### src/rtl/gpio_mux_regs.sv
module gpio_mux_regs #(
  parameter int ADDR_W     = 12,
  parameter int SEL_LO_OFS = 'h200,
  parameter int SEL_HI_OFS = 'h204,
  parameter int DIR_OFS    = 'h208,
  parameter int DOUT_OFS   = 'h20C,
  parameter int DIN_OFS    = 'h210
) (
  input  logic              clk,
  input  logic              rst_n,
  input  logic              bus_wr,
  input  logic [ADDR_W-1:0] bus_addr,
  input  logic [15:0]       bus_wdata,
  output logic [15:0]       bus_rdata,
  input  logic [15:0]       pad_in,
  output logic [15:0]       pad_out,
  output logic [15:0]       pad_oe,
  input  logic [15:0]       alt0_out,
  input  logic [15:0]       alt0_oe,
  input  logic [15:0]       alt2_out,
  input  logic [15:0]       alt2_oe
);
  localparam int LINES = 16;
  localparam int HALF  = LINES / 2;

  logic [2*LINES-1:0] route_q;
  logic [LINES-1:0]   dir_q, dout_q, sync1_q, sync2_q;

  logic hit_lo, hit_hi, hit_dir, hit_dout, hit_din;
  assign hit_lo   = bus_addr == ADDR_W'(SEL_LO_OFS);
  assign hit_hi   = bus_addr == ADDR_W'(SEL_HI_OFS);
  assign hit_dir  = bus_addr == ADDR_W'(DIR_OFS);
  assign hit_dout = bus_addr == ADDR_W'(DOUT_OFS);
  assign hit_din  = bus_addr == ADDR_W'(DIN_OFS);

  always_ff @(posedge clk) begin
    if (!rst_n) begin
      route_q <= '0;
      dir_q   <= '1;
      dout_q  <= '0;
    end else if (bus_wr) begin
      if (hit_lo)   route_q[2*HALF-1:0]       <= bus_wdata;
      if (hit_hi)   route_q[2*LINES-1:2*HALF] <= bus_wdata;
      if (hit_dir)  dir_q                     <= bus_wdata;
      if (hit_dout) dout_q                    <= bus_wdata;
    end
  end

  always_ff @(posedge clk) begin
    if (!rst_n) begin
      sync1_q <= '0;
      sync2_q <= '0;
    end else begin
      sync1_q <= pad_in;
      sync2_q <= sync1_q;
    end
  end

  assign bus_rdata = hit_lo   ? route_q[2*HALF-1:0] :
                     hit_hi   ? route_q[2*LINES-1:2*HALF] :
                     hit_dir  ? dir_q :
                     hit_dout ? dout_q :
                     hit_din  ? sync2_q : '0;

  for (genvar i = 0; i < LINES; i++) begin : g_line
    logic [1:0] code;
    logic       src_d, src_e;
    assign code  = route_q[2*i +: 2];
    assign src_d = (code == 2'd0) ? alt0_out[i] :
                   (code == 2'd1) ? dout_q[i]   :
                   (code == 2'd2) ? alt2_out[i] : 1'b0;
    assign src_e = (code == 2'd0) ? alt0_oe[i] :
                   (code == 2'd1) ? 1'b1       :
                   (code == 2'd2) ? alt2_oe[i] : 1'b0;
    assign pad_out[i] = src_d;
    assign pad_oe[i]  = src_e & ~dir_q[i];

    a_r5_input_only_quiet: assert property (@(posedge clk) disable iff (!rst_n)
      (code == 2'd3) |-> (!pad_oe[i] && !pad_out[i]));
    a_r6_dir_releases: assert property (@(posedge clk) disable iff (!rst_n)
      dir_q[i] |-> !pad_oe[i]);
  end

  logic [1:0] warm_q;
  always_ff @(posedge clk) begin
    if (!rst_n)            warm_q <= '0;
    else if (warm_q != 2'd2) warm_q <= warm_q + 2'd1;
  end

  a_r1_reset_values: assert property (@(posedge clk) disable iff (!rst_n)
    $rose(rst_n) |-> (dir_q == '1 && dout_q == '0 && route_q == '0 && pad_oe == '0));
  a_r7_two_stage_sync: assert property (@(posedge clk) disable iff (!rst_n)
    (warm_q == 2'd2) |-> (sync2_q == $past(pad_in, 2)));
  a_r2_halves_independent: assert property (@(posedge clk) disable iff (!rst_n)
    (bus_wr && hit_hi) |=> $stable(route_q[2*HALF-1:0]));
  a_r8_unmapped_write_ignored: assert property (@(posedge clk) disable iff (!rst_n)
    (bus_wr && !hit_lo && !hit_hi && !hit_dir && !hit_dout) |=>
      ($stable(route_q) && $stable(dir_q) && $stable(dout_q)));
  a_r3_dout_write_lands: assert property (@(posedge clk) disable iff (!rst_n)
    (bus_wr && hit_dout) |=> (dout_q == $past(bus_wdata)));
endmodule

### config.mk
export PLATFORM = sky130hd
export DESIGN_NAME = gpio_mux_regs
export DESIGN_NICKNAME = d
export VERILOG_FILES = /design/src/rtl/gpio_mux_regs.sv
export SDC_FILE = /design/constraint.sdc
export NUM_CORES = 1
export LEC_CHECK = 0
export BUFFER_PORTS_ARGS = -buffer_cell sky130_fd_sc_hd__buf_4
export CAP_MARGIN = 20
export CORE_MARGIN = 5
export CORE_UTILIZATION = 55
export DETAILED_ROUTE_END_ITERATION = 12
export GPL_ROUTABILITY_DRIVEN = 0
export PLACE_DENSITY = 0.87
export SLEW_MARGIN = 20
export SYNTH_ARGS = -nofsm -noshare
export SYNTH_HDL_FRONTEND = slang
export SYNTH_SLANG_ARGS = --single-unit
### constraint.sdc
create_clock -name clk -period 4.37 [get_ports clk]
set_input_delay 0.2185 -clock clk [delete_from_list [all_inputs] [get_ports clk]]
set_output_delay 0.2185 -clock clk [all_outputs]
set_load 0.05 [all_outputs]
## After elaboration in Yosys (flattened, before gate mapping)

Index checks and enable logic that the tools add are counted.

- Multiplexer cells: 101
- Equality and inequality tests: 37
- Bitwise operators: 32
- Reduce and logical (&&, ||, !) cells: 20

Operator list:

| operator | count |
|---|---|
| $mux 1 | 96 |
| $mux 16 | 5 |
| $eq 12x10->1 const B | 5 |
| $eq 2x1->1 const B | 16 |
| $eq 2x2->1 const B | 16 |
| $logic_not 2->1 | 16 |
| $and 1x1->1 | 16 |
| $not 1->1 | 16 |
| $reduce_and 2->1 | 4 |

- Logic and storage cells: 196
- Bits of input ports: 111
- Output and inout port bits: 48
- Register bits after elaboration: 96

## Depth between registers and ports, before layout

Gate-level depths: netlist of run 1.

- Depth after elaboration: 6
- Gate-level depth with buffers: 6
- Mapped depth without buffers: 3

## Worst setup path before layout of run 1

Ideal clock, no wire load.

- Path type: input port to output port
- From: input bus_addr[1]
- To: output bus_rdata[0]
- Required time: 4,152 ps
- Stages: 5
- Arrival time: 2,163 ps
- Path buffers: 2
- Setup slack: 1,989 ps
- Cells stage by stage: or4b_4 > buf_6 > or3_1 > clkbuf_1 > a21oi_1

- Cells in the longest elaborated chain, start to end: 6
- Elaborated cells on any way between the ends: 10
- Those cells by class: eq/ne (5); mux (5)

RTL lines:

| element | RTL line | text |
|---|---|---|
| from (decl) | 12 | `input logic [ADDR_W-1:0] bus_addr,` |
| $eq 12x10->1 | 34 | `assign hit_din = bus_addr == ADDR_W'(DIN_OFS);` |
| $mux 16 | 63 | `hit_din ? sync2_q : '0;` |
| $mux 16 | 62 | `hit_dout ? dout_q :` |
| $mux 16 | 61 | `hit_dir ? dir_q :` |
| $mux 16 | 60 | `hit_hi ? route_q[2*LINES-1:2*HALF] :` |
| $mux 16 (*) | 59 | `assign bus_rdata = hit_lo ? route_q[2*HALF-1:0] :` |
| to (decl) | 14 | `output logic [15:0] bus_rdata,` |

Mark *: on every way between the ends. The rest lies on a longest branch, timed or not.

## Worst setup path after layout of run 1

- From: input bus_addr[6]
- To: output bus_rdata[2]

Same word-level chain as after synthesis.

==> flow_metrics.env, run 1 <==
export IMPL_io_buffers=158
export IMPL_grt_overflow=0
export IMPL_yosysWarnings=0
export IMPL_r2r_start="route_q[25]"
export IMPL_status="complete, no violations"
export IMPL_final_hold_violation_count=0
export IMPL_seq_area_um2=1922
export IMPL_grt_pass1_wl_mm=21.61
export IMPL_cts_tree="built"
export IMPL_p_per_area_nw_per_um2=283.9
export IMPL_r2r_end="route_q[25]"
export IMPL_grt_max_degree=129
export IMPL_crit_path_max_fanout=8
export IMPL_h_tree_depth=3
export IMPL_first_global_vias=4310
export IMPL_timing_final_max_slew_violations=0
export IMPL_wl_per_cell_um=17.05
export IMPL_p_leak_nw=2.717
export IMPL_ios=159
export IMPL_period_needed_ps=2338
export IMPL_met3_usage=0.05623
export IMPL_nets=783
export IMPL_nFillCells=652
export IMPL_first_pass_iters=5
export IMPL_slew_headroom=0.3026
export IMPL_reg2regPathDepth=2
export IMPL_setup_violations_final=0
export IMPL_vias_per_cell=5.563
export IMPL_drt_iter0_drc=300
export IMPL_cp_required_ps=4150
export IMPL_place_inst=769
export IMPL_path_clk_slew_ps=90
export IMPL_cts_setup_buffers=0
export IMPL_ys_seq_elements=96
export IMPL_fin_skew_ps=6.615
export IMPL_top_usage_layer="met2"
export IMPL_post_cts_resize_count=0
export IMPL_core_area_um2=8806
export IMPL_post_route_util=0.7133
export IMPL_numCtsBuffers=9
export IMPL_hold_class="input port to flip-flop"
export IMPL_antenna_found_initial=0
export IMPL_crit_arrival_ps=2120
export IMPL_routed_wirelength_mm=13.35
export IMPL_fin_cells=783
export IMPL_hold_buffers=0
export IMPL_fin_setup_tns_ps=0
export IMPL_initial_core_util=0.5696
export IMPL_crit_path_end_kind="primary output"
export IMPL_clk_latency_ps=350
export IMPL_syn_area_um2=5016
export IMPL_rsz0062_at_grt="false"
export IMPL_vdd_ir_drop_max_mv=0.2049
export IMPL_drive_gt1_frac=0.3141
export IMPL_antennaDiodeCount=0
export IMPL_grt_use_met2=0.3944
export IMPL_yosysUniqueCellTypes=33
export IMPL_area_growth_pct=25.22
export IMPL_grt_usage=0.2363
export IMPL_postSynthCellCount=551
export IMPL_ant_nets=0
export IMPL_rrSetupSlack_ps=3500
export IMPL_avgSynthCellArea_um2=9.104
export IMPL_cap_violations=0
export IMPL_cts_sinks=96
export IMPL_dp_hpwl_mm=9.715
export IMPL_max_freq_mhz=427.7
export IMPL_vias=4356
export IMPL_synthesis_nets=662
export IMPL_tightest_slew_ps=1046
export IMPL_crit_type="input port to primary output"
export IMPL_grt_use_met1=0.3094
export IMPL_multi_input_area_um2=2800
export IMPL_cp_start_kind="input port"
export IMPL_rows=34
export IMPL_die_area_um2=11130
export IMPL_finalCritPeriodShare=0.5350
export IMPL_cts_root_buf="clkbuf_8"
export IMPL_hold_depth=2
export IMPL_hold_path_startpoint="pad_in[15]"
export IMPL_clockBufferDepth=2
export IMPL_fp_dieH_um=105.5
export IMPL_die_w_um=105.5
export IMPL_hold_end="sync1_q[15]"
export IMPL_synth_seq_area_share=0.3831
export IMPL_drc=0
[worst max-delay path: stages]
cell     delay (ps)
buf_4           100
or4_1           710
nor3_2          560
o221a_2         320
buf_4           200
[synth_stat cells (all sizes together)]
cell type | n | share of area
or4 | 3 | 0.0060
nand3 | 8 | 0.0080
nand2 | 86 | 0.064
a211oi | 3 | 0.0045
nand3b | 7 | 0.010
clkbuf | 23 | 0.017
nor2b | 33 | 0.041
o221a | 8 | 0.018
o21ai | 7 | 0.0070
o22ai | 9 | 0.011
dfxtp | 96 | 0.38
nor2 | 36 | 0.027
and2 | 32 | 0.040
or3 | 1 | 0.0012
nand4b | 1 | 0.0017
a22oi | 8 | 0.012
or2 | 1 | 0.0012
mux2 | 24 | 0.054
a21oi | 16 | 0.016
o22a | 13 | 0.023
or4bb | 2 | 0.0045
or4b | 2 | 0.0047
nand2b | 11 | 0.014
nor4 | 2 | 0.0085
buf | 27 | 0.041
nor3 | 4 | 0.0050
mux2i | 88 | 0.18
[worst max path at each step]
stage	startpoint	to	slack, ps	depth (start not counted)
after floorplan	bus_addr[1]	bus_rdata[0]	1990	5
after global placement	bus_addr[2]	route_q[26]	2020	5
after detailed placement	bus_addr[6]	dir_q[14]	1980	5
after CTS	bus_addr[6]	bus_rdata[2]	2030	5
after global routing	bus_addr[6]	bus_rdata[2]	1960	5
final	bus_addr[6]	bus_rdata[2]	2030	5
[power by group]
part	leakage [nW]	total, mW	internal [mW]	switching (mW)
Sequential	0.781	0.891	0.888	0.00367
Clock	0.112	0.664	0.374	0.290
Combinational	1.82	0.228	0.115	0.113
[flip-flops by register name, summed over array words and instances (netlist names)]
name	cells
sync1_q	16
dout_q	16
sync2_q	16
dir_q	16
route_q	32
[kinds of logic (layout without fill, tap and decap cells)]
group | after synthesis | after routing | synth area share
buffers and inverters | 50 | 174 | 0.05862
AOI/OAI and AO/OA | 64 | 64 | 0.09129
DFF | 96 | 96 | 0.3831
muxes | 112 | 112 | 0.2295
and+or+nand+nor | 229 | 229 | 0.2375
[cell usage in the layout (no fill, tap or decap)]
cell type	Yosys	routed
nor4_4	2	2
nor2_1	36	36
nand3_1	8	8
nand2b_1	11	11
or3_1	1	1
or4b_4	1	1
o221a_2	8	8
a22oi_1	8	8
clkbuf_1	23	1
nand4b_1	1	1
or4_1	1	1
nor2b_1	33	33
clkinv_2	0	1
nand3b_1	7	7
o22ai_1	9	9
bufinv_16	0	3
or4b_1	1	1
nor3_2	1	1
or4bb_1	2	2
or2_2	1	1
a211oi_1	3	3
or4_4	2	2
buf_4	18	160
o22a_1	13	13
dfxtp_1	96	96
o21ai_0	7	7
mux2i_1	88	88
and2_1	32	32
clkbuf_8	0	9
nand2_1	86	86
a21oi_1	16	16
mux2_2	24	24
nor3_1	3	3
[metal layers]
metal / vias to the layer above / share of wire
met2: 163 / 0.49
li1: 2126 / -
met4: 0 / 0.015
met3: 19 / 0.074
met1: 2048 / 0.42
met5: - / 0
[area by class of cell]
type	count	area share
multi-input combinational	405	0.4458
sequential	96	0.3060
timing repair buffer	160	0.1912
tap	108	0.02151
clock buffer	10	0.02032
clock inverter	4	0.01514
[through the flow]
step,power [mW],hold slack (ps),cell area (um2),setup slack [ps]
2_1_floorplan,1.041,345.8,5016,1989
6_report,1.783,66.84,6281,2032
3_5_place_dp,1.139,416.9,6058,1979
5_1_grt,1.842,54.37,6281,1957
4_1_cts,1.788,57.37,6281,2030
3_3_place_gp,1.134,414.8,6058,2017
(Power assumes the default switching activity.)
==> run 2, diff against run 1 <==
--- a/config.mk
+++ b/config.mk
@@ -8,10 +8,10 @@
 export BUFFER_PORTS_ARGS = -buffer_cell sky130_fd_sc_hd__buf_4
 export CAP_MARGIN = 20
 export CORE_MARGIN = 5
-export CORE_UTILIZATION = 55
+export CORE_UTILIZATION = 51
 export DETAILED_ROUTE_END_ITERATION = 12
 export GPL_ROUTABILITY_DRIVEN = 0
-export PLACE_DENSITY = 0.87
+export PLACE_DENSITY = 0.82
 export SLEW_MARGIN = 20
 export SYNTH_ARGS = -nofsm -noshare
 export SYNTH_HDL_FRONTEND = slang
==> constraint.sdc (replaced) <==
create_clock -name clk -period 2.38 [get_ports clk]
set_input_delay 0.119 -clock clk [delete_from_list [all_inputs] [get_ports clk]]
set_output_delay 0.119 -clock clk [all_outputs]
set_load 0.05 [all_outputs]
==> flow_metrics.env, run 2 (synthesis results as in run 1) <==
export IMPL_status="complete, no violations"
export IMPL_wl_met1_mm=5.585
export IMPL_rrSetupSlack_ps=1600
export IMPL_grt_pass1_wl_mm=21.80
export IMPL_h_tree_depth=3
export IMPL_cts_tree="built"
export IMPL_top_register="route_q"
export IMPL_power_frac_comb=0.138
export IMPL_placed_area_um2=6125
export IMPL_final_hold_violation_count=0
export IMPL_first_global_vias=4483
export IMPL_vdd_ir_drop_max_mv=0.4998
export IMPL_rows=36
export IMPL_crit_path_max_fanout=8
export IMPL_vias_per_cell=5.339
export IMPL_fp_dieH_um=109.2
export IMPL_period_needed_ps=2062
export IMPL_fin_skew_ps=7.290
export IMPL_setup_violations_final=0
export IMPL_grt_max_degree=129
export IMPL_drc=0
export IMPL_vias=4415
export IMPL_die_w_um=109.2
export IMPL_ant_nets=0
export IMPL_nets=802
export IMPL_path_clk_slew_ps=90
export IMPL_core_area_um2=9684
export IMPL_clk_latency_ps=350
export IMPL_ios=159
export IMPL_antennaDiodeCount=0
export IMPL_multi_input_area_um2=2800
export IMPL_drt_iter0_drc=253
export IMPL_area_growth_pct=29.43
export IMPL_antenna_found_initial=0
export IMPL_p_leak_nw=2.800
export IMPL_rsz0062_at_grt="false"
export IMPL_grt_usage=0.2302
export IMPL_wl_met3_um=906
export IMPL_r2r_end="route_q[6]"
export IMPL_switchingPower_mw=0.7481
export IMPL_fin_setup_tns_ps=0
export IMPL_post_cts_resize_count=0
export IMPL_top_layer="met4"
export IMPL_crit_path_end_kind="primary output"
export IMPL_timing_final_max_slew_violations=0
export IMPL_grt_overflow=0
export IMPL_wl_met2_mm=6.961
export IMPL_tightest_slew_ps=695.3
export IMPL_p_sw_frac=0.2326
export IMPL_seq_power_share=0.509
export IMPL_cap_violations=0
export IMPL_cp_start_kind="input port"
export IMPL_hold_end="dir_q[1]"
export IMPL_nFillCells=762
export IMPL_r2r_start="route_q[6]"
export IMPL_layout_commonest_cell="buf_4"
export IMPL_hold_path_startpoint="bus_wdata[1]"
export IMPL_hold_depth=3
export IMPL_first_pass_iters=5
export IMPL_clockBufferDepth=2
export IMPL_p_per_area_nw_per_um2=495.4
export IMPL_post_route_util=0.6704
export IMPL_postLayoutCellArea_um2=6492
export IMPL_seq_area_um2=1922
export IMPL_p_int_mw=2.468
export IMPL_finalCritPeriodShare=0.8662
export IMPL_crit_type="input port to primary output"
export IMPL_wl_per_cell_um=16.63
export IMPL_max_freq_mhz=485.1
export IMPL_crit_arrival_ps=1940
export IMPL_dp_hpwl_mm=9.721
export IMPL_reg2regPathDepth=2
export IMPL_clock_power_share=0.353
export IMPL_die_area_um2=11920
export IMPL_hold_buffers=16
export IMPL_cts_setup_buffers=0
export IMPL_initial_core_util=0.5180
export IMPL_cts_root_buf="clkbuf_8"
export IMPL_numCtsBuffers=9
export IMPL_routed_wirelength_mm=13.75
export IMPL_cp_required_ps=2260
export IMPL_slew_headroom=0.5348
export IMPL_drive_gt1_frac=0.3112
export IMPL_cts_sinks=96
export IMPL_io_buffers=158
export IMPL_largest_reg_flops=32
export IMPL_hold_class="input port to flip-flop"
export IMPL_final_cell_mix="162 x buf_4, 96 x dfxtp_1, 88 x mux2i_1, 86 x nand2_1, 36 x nor2_1"
run 2: cell types whose count changed in the layout (fill, tap and decap cells not counted), sizes merged:
cell / previous run / this run
buf: 160 / 163
clkinv: 1 / 2
dlygate4sd3: 0 / 16
bufinv: 3 / 2
run 2: cell type report:
type,count,share of cell area
Clock buffer,10,0.02120
Clock inverter,4,0.01079
Multi-Input combinational cell,405,0.4313
Sequential cell,96,0.2960
Tap cell,133,0.02563
Timing Repair Buffer,179,0.2151
run 2: layer usage:
layer	track usage	vias up
met5	0	-
met4	0.08549	0
met3	0.04500	22
met2	0.4035	156
met1	0.2786	2064
li1	-	2173
run 2: how the worst max path moves through the flow:
stage | start | endpoint | depth (start not counted) | slack [ps]
finish | bus_addr[6] | bus_rdata[8] | 5 | 320
detailed placement | bus_addr[6] | bus_rdata[8] | 5 | 330
global route | bus_addr[6] | bus_rdata[8] | 5 | 270
floorplan | bus_addr[1] | bus_rdata[0] | 5 | 200
global placement | bus_addr[6] | bus_rdata[8] | 5 | 340
CTS | bus_addr[6] | bus_rdata[8] | 5 | 320
run 2: worst max-delay path: stages:
cell	delay [ps]
buf_4	100
or4_1	690
or3_1	550
a21oi_1	230
buf_4	230
run 2: metrics by stage:
step,hold WS (ps),power [mW],cells,worst slack [ps]
final,29.87,3.217,827,318.4
after global routing,25.73,3.330,827,267.9
after CTS,18.21,3.229,827,317.7
after detailed placement,329.5,2.095,797,332.4
after global placement,326.9,2.085,797,335.4
after floorplan,246.3,1.911,551,197.5
run 2: power groups by stage:
stage / clock network (mW) / logic, mW / registers, mW
4_1_cts: 1.15 / 0.444 / 1.64
5_1_grt: 1.21 / 0.480 / 1.64
2_1_floorplan: 0 / 0.240 / 1.67
3_5_place_dp: 0 / 0.421 / 1.67
3_3_place_gp: 0 / 0.412 / 1.67
6_report: 1.13 / 0.445 / 1.64
==> run 3, diff against run 2 <==
--- a/config.mk
+++ b/config.mk
@@ -8,10 +8,11 @@
 export BUFFER_PORTS_ARGS = -buffer_cell sky130_fd_sc_hd__buf_4
 export CAP_MARGIN = 20
 export CORE_MARGIN = 5
-export CORE_UTILIZATION = 51
+export CORE_UTILIZATION = 40
 export DETAILED_ROUTE_END_ITERATION = 12
 export GPL_ROUTABILITY_DRIVEN = 0
-export PLACE_DENSITY = 0.82
+export PLACE_DENSITY = 0.67
+export SKIP_CTS_REPAIR_TIMING = 1
 export SLEW_MARGIN = 20
 export SYNTH_ARGS = -nofsm -noshare
 export SYNTH_HDL_FRONTEND = slang
==> flow_metrics.env, run 3 (synthesis results as in run 1) <==
export IMPL_numCtsBuffers=9
export IMPL_crit_path_max_fanout=8
export IMPL_antenna_found_initial=0
export IMPL_core_area_um2=12470
export IMPL_io_buffers=158
export IMPL_cp_required_ps=2260
export IMPL_slew_headroom=0.5375
export IMPL_fin_skew_ps=2.819
export IMPL_crit_arrival_ps=1940
export IMPL_grt_overflow=0
export IMPL_top_register="route_q"
export IMPL_cts_root_buf="clkbuf_16"
export IMPL_p_total_mw=3.518
export IMPL_drc=0
export IMPL_max_freq_mhz=486.3
export IMPL_antennaDiodeCount=0
export IMPL_fin_setup_tns_ps=0
export IMPL_crit_type="input port to primary output"
export IMPL_crit_path_end_kind="primary output"
export IMPL_cap_violations=0
export IMPL_timing_final_max_slew_violations=0
export IMPL_first_global_vias=4475
export IMPL_routed_wirelength_mm=14.05
export IMPL_ios=159
export IMPL_clockBufferDepth=2
export IMPL_rsz0062_at_grt="false"
export IMPL_post_route_util=0.5258
export IMPL_layout_commonest_cell="buf_4"
export IMPL_cts_sinks=96
export IMPL_period_needed_ps=2056
export IMPL_status="finished with violations"
export IMPL_drive_gt1_frac=0.3183
export IMPL_h_tree_depth=3
export IMPL_drt_iter0_drc=246
export IMPL_grt_usage=0.1882
export IMPL_nets=795
export IMPL_grt_pass1_wl_mm=22.28
export IMPL_clk_latency_ps=340
export IMPL_rrSetupSlack_ps=1570
export IMPL_die_area_um2=14880
export IMPL_p_leak_nw=2.812
export IMPL_tightest_slew_ps=691.2
export IMPL_vias_per_cell=5.055
export IMPL_largest_reg_flops=32
export IMPL_finalCritPeriodShare=0.8640
export IMPL_final_cell_mix="164 x buf_4, 96 x dfxtp_1, 88 x mux2i_1, 86 x nand2_1, 36 x nor2_1"
export IMPL_final_hold_violation_count=6
export IMPL_grt_max_degree=129
export IMPL_violations="hold timing"
export IMPL_initial_core_util=0.4024
export IMPL_first_pass_iters=4
export IMPL_hold_slack_ps=-11.35
export IMPL_p_per_area_nw_per_um2=536.6
export IMPL_vdd_ir_drop_max_mv=0.3484
export IMPL_hold_class="input port to flip-flop"
export IMPL_vias=4347
export IMPL_setup_violations_final=0
export IMPL_cts_tree="built"
export IMPL_ant_nets=0
export IMPL_fp_dieH_um=122.0
export IMPL_dp_hpwl_mm=10.20
export IMPL_path_clk_slew_ps=60
export IMPL_area_growth_pct=30.68
export IMPL_cp_start_kind="input port"
export IMPL_rows=41
export IMPL_wl_per_cell_um=16.33
export IMPL_die_w_um=122.0
## run 3: cell type report
cell class,count,area (um2)
clock inverters,5,57.56
flip-flops and latches,96,1922
multi-input cells,405,2800
well taps,172,215.2
fillers,1168,5911
clock buffers,10,239.0
repair buffers,172,1321
## run 3: final timing paths
| kind | from | to | cells past startpoint |
|---|---|---|---|
| hold / removal | pad_in[6] | sync1_q[6] | 2 |
| setup / recovery | bus_addr[6] | bus_rdata[8] | 5 |
| setup reg to reg | route_q[13] | route_q[13] | 2 |
| hold reg to reg | sync1_q[15] | sync2_q[15] | 1 |
## run 3: per-layer routing
metal	global-route usage	share of wire
met1	0.2402	0.43
met2	0.3146	0.49
met3	0.03946	0.059
met4	0.06723	0.015
met5	0	0
## run 3: critical path: stages
cell	delay, ps
buf_4	100
or4_1	700
or3_1	560
a21oi_1	220
buf_4	230
## run 3: metrics by stage
step | area (um2) | setup WS, ps | hold slack (ps) | instances
after floorplan | 5016 | 197.5 | 246.3 | 551
after global placement | 6188 | 334.3 | 327.6 | 838
after detailed placement | 6188 | 325.9 | 331.9 | 838
after CTS | 6485 | 312.6 | -21.51 | 853
final | 6555 | 323.8 | -11.35 | 860
after global routing | 6555 | 285.6 | 4.043 | 860
## run 3: where the power goes
group          switching [mW]  internal (mW)  total, mW  leakage [nW]
sequential            0.00610           1.63       1.64         0.781
combinational           0.210          0.225      0.435          1.88
clock                   0.608          0.837       1.45         0.148
